$ cat src/rtl/tgp_pkg.sv
package tgp_pkg;
  localparam int PORT_W   = 8;
  localparam int BUS_W    = 8;
  localparam int CNT_W    = 16;
  localparam int ADDR_W   = 3;
  localparam int NUM_IC   = 4;
  localparam int NUM_OC   = 4;
  localparam int OC1_BASE = 3;
  localparam int OC1_PINS = PORT_W - OC1_BASE;
  localparam int SHR_PIN  = 3;
  localparam int PA_PIN   = 7;

  typedef enum logic [ADDR_W-1:0] {
    A_DATA  = 3'd0,
    A_DIR   = 3'd1,
    A_CTRL  = 3'd2,
    A_CC_HI = 3'd4,
    A_CC_LO = 3'd5
  } reg_addr_e;
endpackage

$ cat src/rtl/tgp_sync_edge.sv
module tgp_sync_edge #(
  parameter int W  = 8,
  parameter int EW = 4
) (
  input  logic          clk,
  input  logic [W-1:0]  d,
  output logic [W-1:0]  lvl,
  output logic [EW-1:0] chg
);
  logic [W-1:0]  s1_q, s2_q;
  logic [EW-1:0] s3_q;

  // Sampling flops: no reset, they only ever hold pad levels
  always_ff @(posedge clk) begin
    s1_q <= d;
    s2_q <= s1_q;
    s3_q <= s2_q[EW-1:0];
  end

  assign lvl = s2_q;
  assign chg = s2_q[EW-1:0] ^ s3_q;
endmodule

$ cat src/rtl/tgp_regs.sv
module tgp_regs
  import tgp_pkg::*;
(
  input  logic              clk,
  input  logic              rst_n,
  input  logic              in_reset,
  input  logic              bus_sel,
  input  logic              bus_wr,
  input  logic [ADDR_W-1:0] bus_addr,
  input  logic [BUS_W-1:0]  bus_wdata,
  output logic [BUS_W-1:0]  bus_rdata,
  input  logic [PORT_W-1:0] pin_lvl,
  input  logic              cap_load,
  input  logic [CNT_W-1:0]  cnt_value,
  output logic [PORT_W-1:0] latch_q,
  output logic [PORT_W-1:0] dir_q,
  output logic              cap_sel,
  output logic [CNT_W-1:0]  cc_q
);
  logic              wr;
  logic              latch_en, dir_en, ctrl_en, cc_en;
  logic [PORT_W-1:0] latch_d;
  logic [CNT_W-1:0]  cc_d;

  assign wr = bus_sel & bus_wr;

  always_comb begin
    latch_en = in_reset | (wr && bus_addr == A_DATA);
    latch_d  = in_reset ? pin_lvl : bus_wdata;
    dir_en   = wr && bus_addr == A_DIR;
    ctrl_en  = wr && bus_addr == A_CTRL;
    cc_en    = cap_load;
    cc_d     = cnt_value;
    if (!cap_load && !cap_sel && wr && bus_addr == A_CC_HI) begin
      cc_en = 1'b1;
      cc_d  = {bus_wdata, cc_q[BUS_W-1:0]};
    end else if (!cap_load && !cap_sel && wr && bus_addr == A_CC_LO) begin
      cc_en = 1'b1;
      cc_d  = {cc_q[CNT_W-1:BUS_W], bus_wdata};
    end
  end

  // Latch carries no reset value: it samples the pads while reset is held
  always_ff @(posedge clk) begin
    if (latch_en) latch_q <= latch_d;
  end

  always_ff @(posedge clk or negedge rst_n) begin
    if (!rst_n) begin
      dir_q   <= '0;
      cap_sel <= 1'b0;
      cc_q    <= '0;
    end else begin
      if (dir_en)  dir_q   <= bus_wdata;
      if (ctrl_en) cap_sel <= bus_wdata[0];
      if (cc_en)   cc_q    <= cc_d;
    end
  end

  always_comb begin
    bus_rdata = '0;
    case (bus_addr)
      A_DATA:  bus_rdata = (dir_q & latch_q) | (~dir_q & pin_lvl);
      A_DIR:   bus_rdata = dir_q;
      A_CTRL:  bus_rdata = {{(BUS_W-1){1'b0}}, cap_sel};
      A_CC_HI: bus_rdata = cc_q[CNT_W-1:BUS_W];
      A_CC_LO: bus_rdata = cc_q[BUS_W-1:0];
      default: bus_rdata = '0;
    endcase
  end
endmodule

$ cat src/rtl/tgp_pinmux.sv
module tgp_pinmux
  import tgp_pkg::*;
(
  input  logic [PORT_W-1:0]   latch_q,
  input  logic [PORT_W-1:0]   dir_q,
  input  logic                cap_sel,
  input  logic [NUM_OC-1:0]   oc_en,
  input  logic [NUM_OC-1:0]   oc_val,
  input  logic [OC1_PINS-1:0] oc1_en,
  input  logic [OC1_PINS-1:0] oc1_val,
  output logic [PORT_W-1:0]   pin_out,
  output logic [PORT_W-1:0]   pin_oe
);
  for (genvar i = 0; i < PORT_W; i++) begin : g_pin
    logic one_en, one_val, m_en, m_val;
    // Single compare channel owning this pin (pins 6..3 <- channel 0..3)
    if (i == SHR_PIN) begin : g_shr
      assign one_en  = oc_en[NUM_OC-1] & ~cap_sel;
      assign one_val = oc_val[NUM_OC-1];
    end else if (i > SHR_PIN && i < PA_PIN) begin : g_one
      assign one_en  = oc_en[6-i];
      assign one_val = oc_val[6-i];
    end else begin : g_none
      assign one_en  = 1'b0;
      assign one_val = 1'b0;
    end
    // Compare 1 may reach every pin from OC1_BASE upward
    if (i >= OC1_BASE) begin : g_m
      assign m_en  = oc1_en[i-OC1_BASE];
      assign m_val = oc1_val[i-OC1_BASE];
    end else begin : g_nom
      assign m_en  = 1'b0;
      assign m_val = 1'b0;
    end
    always_comb begin
      if (m_en) begin
        pin_out[i] = m_val;
        pin_oe[i]  = 1'b1;
      end else if (one_en) begin
        pin_out[i] = one_val;
        pin_oe[i]  = 1'b1;
      end else begin
        pin_out[i] = latch_q[i];
        pin_oe[i]  = dir_q[i];
      end
    end
  end
endmodule

$ cat src/rtl/tmr_gpio_port.sv
module tmr_gpio_port
  import tgp_pkg::*;
(
  input  logic                clk,
  input  logic                rst_n,
  input  logic                bus_sel,
  input  logic                bus_wr,
  input  logic [ADDR_W-1:0]   bus_addr,
  input  logic [BUS_W-1:0]    bus_wdata,
  output logic [BUS_W-1:0]    bus_rdata,
  input  logic [PORT_W-1:0]   pin_in,
  output logic [PORT_W-1:0]   pin_out,
  output logic [PORT_W-1:0]   pin_oe,
  output logic [NUM_IC-1:0]   ic_strobe,
  output logic                pa_level,
  input  logic [CNT_W-1:0]    cnt_value,
  output logic [CNT_W-1:0]    cc_value,
  input  logic [NUM_OC-1:0]   oc_en,
  input  logic [NUM_OC-1:0]   oc_val,
  input  logic [OC1_PINS-1:0] oc1_en,
  input  logic [OC1_PINS-1:0] oc1_val
);
  logic              in_reset_q;
  logic [PORT_W-1:0] lvl, latch_q, dir_q;
  logic [NUM_IC-1:0] chg;
  logic              cap_sel;

  // Set by reset, cleared on the first edge after release
  always_ff @(posedge clk or negedge rst_n) begin
    if (!rst_n) in_reset_q <= 1'b1;
    else        in_reset_q <= 1'b0;
  end

  tgp_sync_edge #(.W(PORT_W), .EW(NUM_IC)) i_sync (
    .clk (clk),
    .d   (pin_in),
    .lvl (lvl),
    .chg (chg)
  );

  assign ic_strobe[NUM_IC-2:0] = chg[NUM_IC-2:0] & ~{(NUM_IC-1){in_reset_q}};
  assign ic_strobe[NUM_IC-1]   = chg[NUM_IC-1] & cap_sel & ~in_reset_q;
  assign pa_level              = lvl[PA_PIN];

  tgp_regs i_regs (
    .clk       (clk),
    .rst_n     (rst_n),
    .in_reset  (in_reset_q),
    .bus_sel   (bus_sel),
    .bus_wr    (bus_wr),
    .bus_addr  (bus_addr),
    .bus_wdata (bus_wdata),
    .bus_rdata (bus_rdata),
    .pin_lvl   (lvl),
    .cap_load  (ic_strobe[NUM_IC-1]),
    .cnt_value (cnt_value),
    .latch_q   (latch_q),
    .dir_q     (dir_q),
    .cap_sel   (cap_sel),
    .cc_q      (cc_value)
  );

  tgp_pinmux i_mux (
    .latch_q (latch_q),
    .dir_q   (dir_q),
    .cap_sel (cap_sel),
    .oc_en   (oc_en),
    .oc_val  (oc_val),
    .oc1_en  (oc1_en),
    .oc1_val (oc1_val),
    .pin_out (pin_out),
    .pin_oe  (pin_oe)
  );
endmodule

$ cat config.mk
export PLATFORM = sky130hd
export DESIGN_NAME = tmr_gpio_port
export DESIGN_NICKNAME = d
export VERILOG_FILES = /design/src/rtl/tgp_pkg.sv /design/src/rtl/tgp_sync_edge.sv /design/src/rtl/tgp_regs.sv /design/src/rtl/tgp_pinmux.sv /design/src/rtl/tmr_gpio_port.sv
export SDC_FILE = /design/constraint.sdc
export NUM_CORES = 1
export LEC_CHECK = 0
export CAP_MARGIN = 20
export CORE_ASPECT_RATIO = 0.7
export CORE_UTILIZATION = 55
export DETAILED_ROUTE_END_ITERATION = 12
export DONT_BUFFER_PORTS = 1
export PLACE_DENSITY = 0.7
export SYNTH_ARGS = -nofsm -noshare
export SYNTH_HDL_FRONTEND = slang
export SYNTH_HIERARCHICAL = 1
export SYNTH_SLANG_ARGS = --single-unit
$ cat constraint.sdc
create_clock -name clk -period 2.14 [get_ports clk]
set_clock_uncertainty 0.05 [all_clocks]
set_input_delay 0 -clock clk [delete_from_list [all_inputs] [get_ports clk]]
set_output_delay 0 -clock clk [all_outputs]
set_load 0.02 [all_outputs]
==> flow_summary.toml, run 1 <==
[status]
status = "finished, violations left"
violations = "design-rule violations"

[final_layout]
n_antenna_cell = 0
fin_nets = 297
area_growth_pct = 18.76
drive_gt1_share_pct = 29.88

[sta]
fin_crit_sh_pct = 89.77
hold_violations = 0
period_needed_ns = 1.921
fmax_mhz = 520.5
relSlewSlack_pct = 30.20
grt_setup_unrepaired = "no"
tns_ns = 0
worstMarginPinSlew_ns = 1.041
setup_viol = 0
slew_violations = 0

[critical_path]
r2r_start = "i_sync/lvl[3]"
cp.required_ns = 2.29
arrival_ns = 2.07
cp_max_fo = 13
cp-end-kind = "flip-flop"
rrSetupSlack_ns = 0.22
critPathKind = "reg -> reg"
ff2ff_path_depth = 5
startpoint_type = "flip-flop"
r2r-end = "i_regs/cc_q[1]"

[place]
hpwl_um = 4051
numPortBuffers = 0
place.gp.congestion = 0.7070

[floorplanning]
dieWidth_um = 83.98
core_sq_um = 4429
ios = 102
die-area_sq_um = 4987
initial_core_util_pct = 58.42
die_y_um = 59.39
rows = 20

[cts]
cts_buffer_depth = 2
clockRootBuffer = "clkbuf_8"
post_cts_buffers = 0
cts_sinks = 54
cts_max_level = 2
cts_tree = "built"
post_cts_resize_count = 0
path_clk_slew_ns = 0.09
clk_latency_ns = 0.31
cts_buffers = 5
ctsHoldBuffers = 36

[logic_synthesis]
syn_nets = 266
synth.area.top_cells = "dfrtp_1, mux2_2, dfxtp_1"
syn_inst = 209
ys_warn_count = 6
synth_top_area_share_pct = 24.18
seq_area_frac_synth_pct = 49.95
yosysTopAreaCell = "dfrtp_1"
synth_cell_types = 42
yosys_register_bits = 54
synth_area_sq_um = 2587
synth_area_per_cell_sq_um = 12.38

[min_path]
hold_depth = 2
hp-start = "bus_addr[1]"
hold_path_end = "i_regs/cap_sel"
hp-class = "in -> reg"

[detailed_routing]
drt_iter0_drc = 110
vias = 1800
ant_nets = 0
firstDrtPassIters = 8
viasPerCell = 6.081
drc_errors = 12
drt-wirelength-per-cell_um = 21.39
finalWirelength_um = 6332

[grt]
grt.overflow.total = 0
antenna_found_initial = 0
grt_pass1_vias = 1917
grt_max_degree = 29
grt_pass1_wl_um = 9722
grtUsageTotal_pct = 26.63

[run]
max_cap_violations = 0

[power_and_ir_drop]
clkPwrFrac_pct = 22.8
peakVddDrop_uv = 643.9
pwr_density_cell_nw_per_um2 = 957.4
internal_power_uw = 1946
seqPwrFrac_pct = 55.4
switching_share_pct = 33.84
share_comb_of_total_power_pct = 21.7
p_switching_uw = 995.7
finalPower_uw = 2942
p_leak_uw = 0.001230
-- worst max-delay path: stages, from the launching register on --
cell and delay, ns:
dfxtp_1 0.39, xor2_1 0.15, and3b_2 0.28, buf_4 0.28
mux2_2 0.38, mux2_2 0.28
-- registers in the layout, summed over array words and instances (netlist names) --
register and flops:
i_sync/s1_q 8, i_regs/cc_q 16, i_sync/lvl 8, in_reset_q 1, i_regs/dir_q 8, i_regs/latch_q 8, i_sync/s3_q 4, i_regs/cap_sel 1
-- cell usage in the layout (no fill, tap or decap), types with 2 or more instances in the layout --
master / instances
mux2_2: 48
dlygate4sd3_1: 35
dfrtp_1: 25
dfxtp_1: 20
nor2_1: 10
nand2b_1: 8
edfxtp_1: 8
a221oi_1: 7
a21o_1: 7
a32oi_1: 7
o21ai_0: 6
clkbuf_8: 5
or3_1: 4
mux2i_1: 4
nand2_1: 4
o21ai_1: 4
buf_4: 4
xor2_1: 4
and2b_2: 3
inv_1: 3
clkinv_2: 2
mux2_1: 2
-- power groups by stage --
| stage | logic, uW | clock network [uW] | registers [uW] |
|---|---|---|---|
| floorplan | 547 | 0 | 1550 |
| global placement | 520 | 0 | 1640 |
| detailed placement | 553 | 0 | 1650 |
| CTS | 629 | 678 | 1630 |
| global route | 690 | 726 | 1660 |
| finish | 640 | 671 | 1630 |
-- layout make-up --
type	count	area [sq um]
fillers	326	1356
multi-input cells	136	1191
flip-flops and latches	54	1292
well taps	55	68.82
inverters	3	11.26
clock inverters	3	40.04
repair buffers	40	400.4
clock buffers	5	68.82
-- synthesized netlist by cell type (all sizes together) --
master / count
o221ai: 1
a32oi: 7
nand2: 5
a221oi: 7
conb: 1
inv: 3
dfxtp: 20
dfstp: 1
and2b: 3
and3b: 2
nand3: 1
buf: 15
edfxtp: 8
a22oi: 1
nand2b: 8
o311ai: 1
or3: 4
nor2: 11
a21o: 7
mux2: 50
nor2b: 1
mux2i: 4
xor2: 4
nor3b: 1
nor4bb: 1
clkbuf: 1
and4bb: 1
o31ai: 1
nand4bb: 1
nand3b: 1
dfrtp: 25
or2: 1
a31oi: 1
o21ai: 10
-- cell families (layout without fill, tap and decap cells) --
group,after synthesis,after routing,share of synthesized area [%]
flip-flops,54,54,49.95
buffers and inverters,19,51,4.207
AND/OR/NAND/NOR,41,41,10.83
XOR/XNOR,4,4,1.354
other,1,1,0.1449
multiplexers,54,54,23.31
AO/OA/AOI/OAI,36,36,10.20
-- worst max-delay path by stage --
stage | startpoint | endpoint | slack, ns
after floorplan | in_reset_q | i_regs/cc_q[13] | 0.29
after global placement | i_sync/lvl[3] | i_regs/cc_q[15] | 0.33
after global routing | i_sync/lvl[3] | i_regs/cc_q[1] | 0.16
final | i_sync/lvl[3] | i_regs/cc_q[1] | 0.22
after detailed placement | i_sync/lvl[3] | i_regs/cc_q[15] | 0.26
after CTS | i_sync/lvl[3] | i_regs/cc_q[15] | 0.25
-- per-stage QoR --
step           worst slack (ns)  std cells  utilization (%)  cell area (sq um)  hold slack, ns
2_1_floorplan            0.2852        209                -               2587         -0.3456
3_3_place_gp             0.3290        252            58.56               2594         -0.3448
3_5_place_dp             0.2613        252            58.56               2594         -0.3452
4_1_cts                  0.2496        296            69.38               3073         0.01237
5_1_grt                  0.1561        296            69.38               3073         0.01529
6_report                 0.2189        296            69.38               3073         0.01537
-- per-layer routing --
metal	global-route usage (%)	vias up	part of all wire, %
met5	0	-	0
met3	8.914	8	8.3
li1	-	822	-
met4	9.852	0	0.88
met1	29.07	882	39
met2	49.41	88	52
(Power assumes the default switching activity.)
==> run 2: changes to the inputs <==
--- a/config.mk
+++ b/config.mk
@@ -5,12 +5,14 @@
 export SDC_FILE = /design/constraint.sdc
 export NUM_CORES = 1
 export LEC_CHECK = 0
+export ABC_AREA = 1
 export CAP_MARGIN = 20
 export CORE_ASPECT_RATIO = 0.7
 export CORE_UTILIZATION = 55
 export DETAILED_ROUTE_END_ITERATION = 12
 export DONT_BUFFER_PORTS = 1
 export PLACE_DENSITY = 0.7
+export SKIP_LAST_GASP = 1
 export SYNTH_ARGS = -nofsm -noshare
 export SYNTH_HDL_FRONTEND = slang
 export SYNTH_HIERARCHICAL = 1
==> flow_summary.toml, run 2 <==
[cts]
cts_buffers = 5
cts_buffer_depth = 2
cts_sinks = 54
clk_latency_ns = 0.30
path_clk_slew_ns = 0.09
cts_tree = "built"
cts_max_level = 2
clockRootBuffer = "clkbuf_8"
post_cts_buffers = 0

[detailed_routing]
firstDrtPassIters = 4
drt-wirelength-per-cell_um = 13.38
vias = 2361
viasPerCell = 5.133
drc_errors = 0
finalWirelength_um = 6157
drt_iter0_drc = 149
ant_nets = 0

[logic_synthesis]
synth_top_area_share_pct = 22.99
synth_area_per_cell_sq_um = 7.623
yosysTopAreaCell = "dfrtp_1"
synth_flop_cell = "dfrtp_1"
ys_warn_count = 6
synth_edf_count = 8
synth_cell_types = 28
synthMostInstantiatedCell = "nand2_1"
synth.area.top_cells = "dfrtp_1, nand2_1, dfxtp_1"
async_flop_share_pct = 48.15
synth.top_cells.by_count = "nand2_1, inv_1, nand3_1, o21ai_0, dfrtp_1"
yosys_register_bits = 54
seq_area_frac_synth_pct = 47.49
syn_nets = 414
syn_inst = 357
synth_area_sq_um = 2721

[sta]
grt_setup_unrepaired = "no"
setup_viol = 0
slew_violations = 0
hold_violations = 0
fmax_mhz = 537.7
period_needed_ns = 1.860
worstMarginPinSlew_ns = 0.8697
relSlewSlack_pct = 41.90
fin_crit_sh_pct = 86.90
tns_ns = 0

[power_and_ir_drop]
internal_power_uw = 1646
seqPwrFrac_pct = 59.0
pwr_density_cell_nw_per_um2 = 818.8
p_switching_uw = 964.2
switching_share_pct = 36.94
share_comb_of_total_power_pct = 19.9
clkPwrFrac_pct = 21.1
peakVddDrop_uv = 489.2
p_leak_uw = 0.001599

[final_layout]
area_growth_pct = 17.15
top_register = "i_regs/cc_q"
fin_cells = 460
layout_commonest_cell = "nand2_1"
n_antenna_cell = 0
fin_nets = 447
largest_reg_flops = 16
most-common-layout-cells = "nand2_1, inv_1, nand3_1"
drive_gt1_share_pct = 5.882

[place]
place.gp.congestion = 0.8139
numPortBuffers = 0
post-place-cells = 414
hpwl_um = 4386

[critical_path]
cp-end-kind = "flip-flop"
startpoint_type = "primary input"
worst_path_most_repeated_cell = "dlygate4sd3_1"
crit_slowest_cell = "dlygate4sd3_1"
path_cells = "dlygate4sd3_1 -> nand4_1 -> dlygate4sd3_1 -> nand2_1 -> o21ai_0 -> dlygate4sd3_1"
critPathKind = "in -> reg"
cp.required_ns = 2.28
cp_max_fo = 4
arrival_ns = 2.00
max_stage_delay_ns = 0.61

[floorplanning]
initial_core_util_pct = 57.22
dieWidth_um = 86.08
die-area_sq_um = 5238
rows = 21
die_y_um = 60.85
core_sq_um = 4756
ios = 102

[grt]
grt.overflow.total = 0
grtUsageTotal_pct = 24.48
antenna_found_initial = 0
grt_max_degree = 27
grt_pass1_wl_um = 9646
grt_pass1_vias = 2120

[status]
status = "completed"

[min_path]
hp-class = "in -> reg"

[run]
max_cap_violations = 0
run 2: cell types whose count changed after synthesis, sizes merged, moves of 6 or more:
cell	before	now
nand3	1	44
nand2	5	114
o21ai	10	32
o2111ai	0	8
mux2	50	1
a32oi	7	0
a221oi	7	0
a21o	7	0
inv	3	61
nand2b	8	0
a21oi	0	6
run 2: stage by stage:
step | instance area, sq um | hold WS [ns] | util [%] | setup WS (ns) | power [uW]
floorplan | 2721 | -0.3456 | - | 0.4108 | 1916
global placement | 2714 | -0.3451 | 57.06 | 0.3995 | 1998
detailed placement | 2714 | -0.3452 | 57.06 | 0.3491 | 2007
CTS | 3188 | 0.01962 | 67.04 | 0.3129 | 2627
global route | 3188 | 0.03263 | 67.04 | 0.1215 | 2768
finish | 3188 | 0.02039 | 67.04 | 0.2803 | 2610
run 2: critical path, delay by kind of cell:
kind	cells	cell delay, ns
AOI/OAI and AO/OA	1	0.08
and+or+nand+nor	2	0.18
buffers and inverters	3	1.76
run 2: per-layer routing:
layer / share of wire (%) / GRT usage, %
met4: 0.89 / 6.905
met2: 48 / 42.74
met3: 7.0 / 6.259
met5: 0 / 0
met1: 44 / 30.83
run 2: repair_timing:
action,CTS,global route
hold endpoints to repair,67,0
hold buffers,38,0
gates resized for setup,0,0
run 2: final timing paths:
kind	startpoint	cells past startpoint	to	slack [ns]
hold reg to reg	i_sync/s1_q[1]	0	i_sync/lvl[1]	0.28
setup / recovery	bus_addr[1]	6	i_regs/cap_sel	0.28
max in group asynchronous	rst_n	2	in_reset_q	1.73
setup reg to reg	i_sync/lvl[3]	12	i_regs/cc_q[0]	0.30
hold / removal	bus_addr[0]	5	i_regs/cc_q[1]	0.02
min in group asynchronous	rst_n	2	i_regs/cc_q[13]	0.07
run 2: final cells by class:
class / count / area [sq um]
fillers: 412 / 1568
flip-flops and latches: 54 / 1292
multi-input cells: 227 / 1084
repair buffers: 41 / 412.9
inverters: 61 / 229.0
well taps: 69 / 86.33
clock buffers: 7 / 76.32
clock inverters: 1 / 7.507
run 2: cells by family (layout without fill, tap and decap cells):
group | after synthesis | count (layout) | share of synthesized area [%]
muxes | 1 | 1 | 0.5516
and+or+nand+nor | 177 | 177 | 29.06
DFF | 54 | 54 | 47.49
other | 1 | 1 | 0.1378
buffers and inverters | 76 | 110 | 12.69
AOI/OAI and AO/OA | 48 | 48 | 10.07
run 2: power by group through the flow:
stage | Clock (uW) | Combinational, uW | Sequential [uW]
detailed placement | 0 | 445 | 1560
CTS | 567 | 520 | 1540
floorplan | 0 | 425 | 1490
global route | 605 | 596 | 1570
finish | 552 | 520 | 1540
global placement | 0 | 436 | 1560
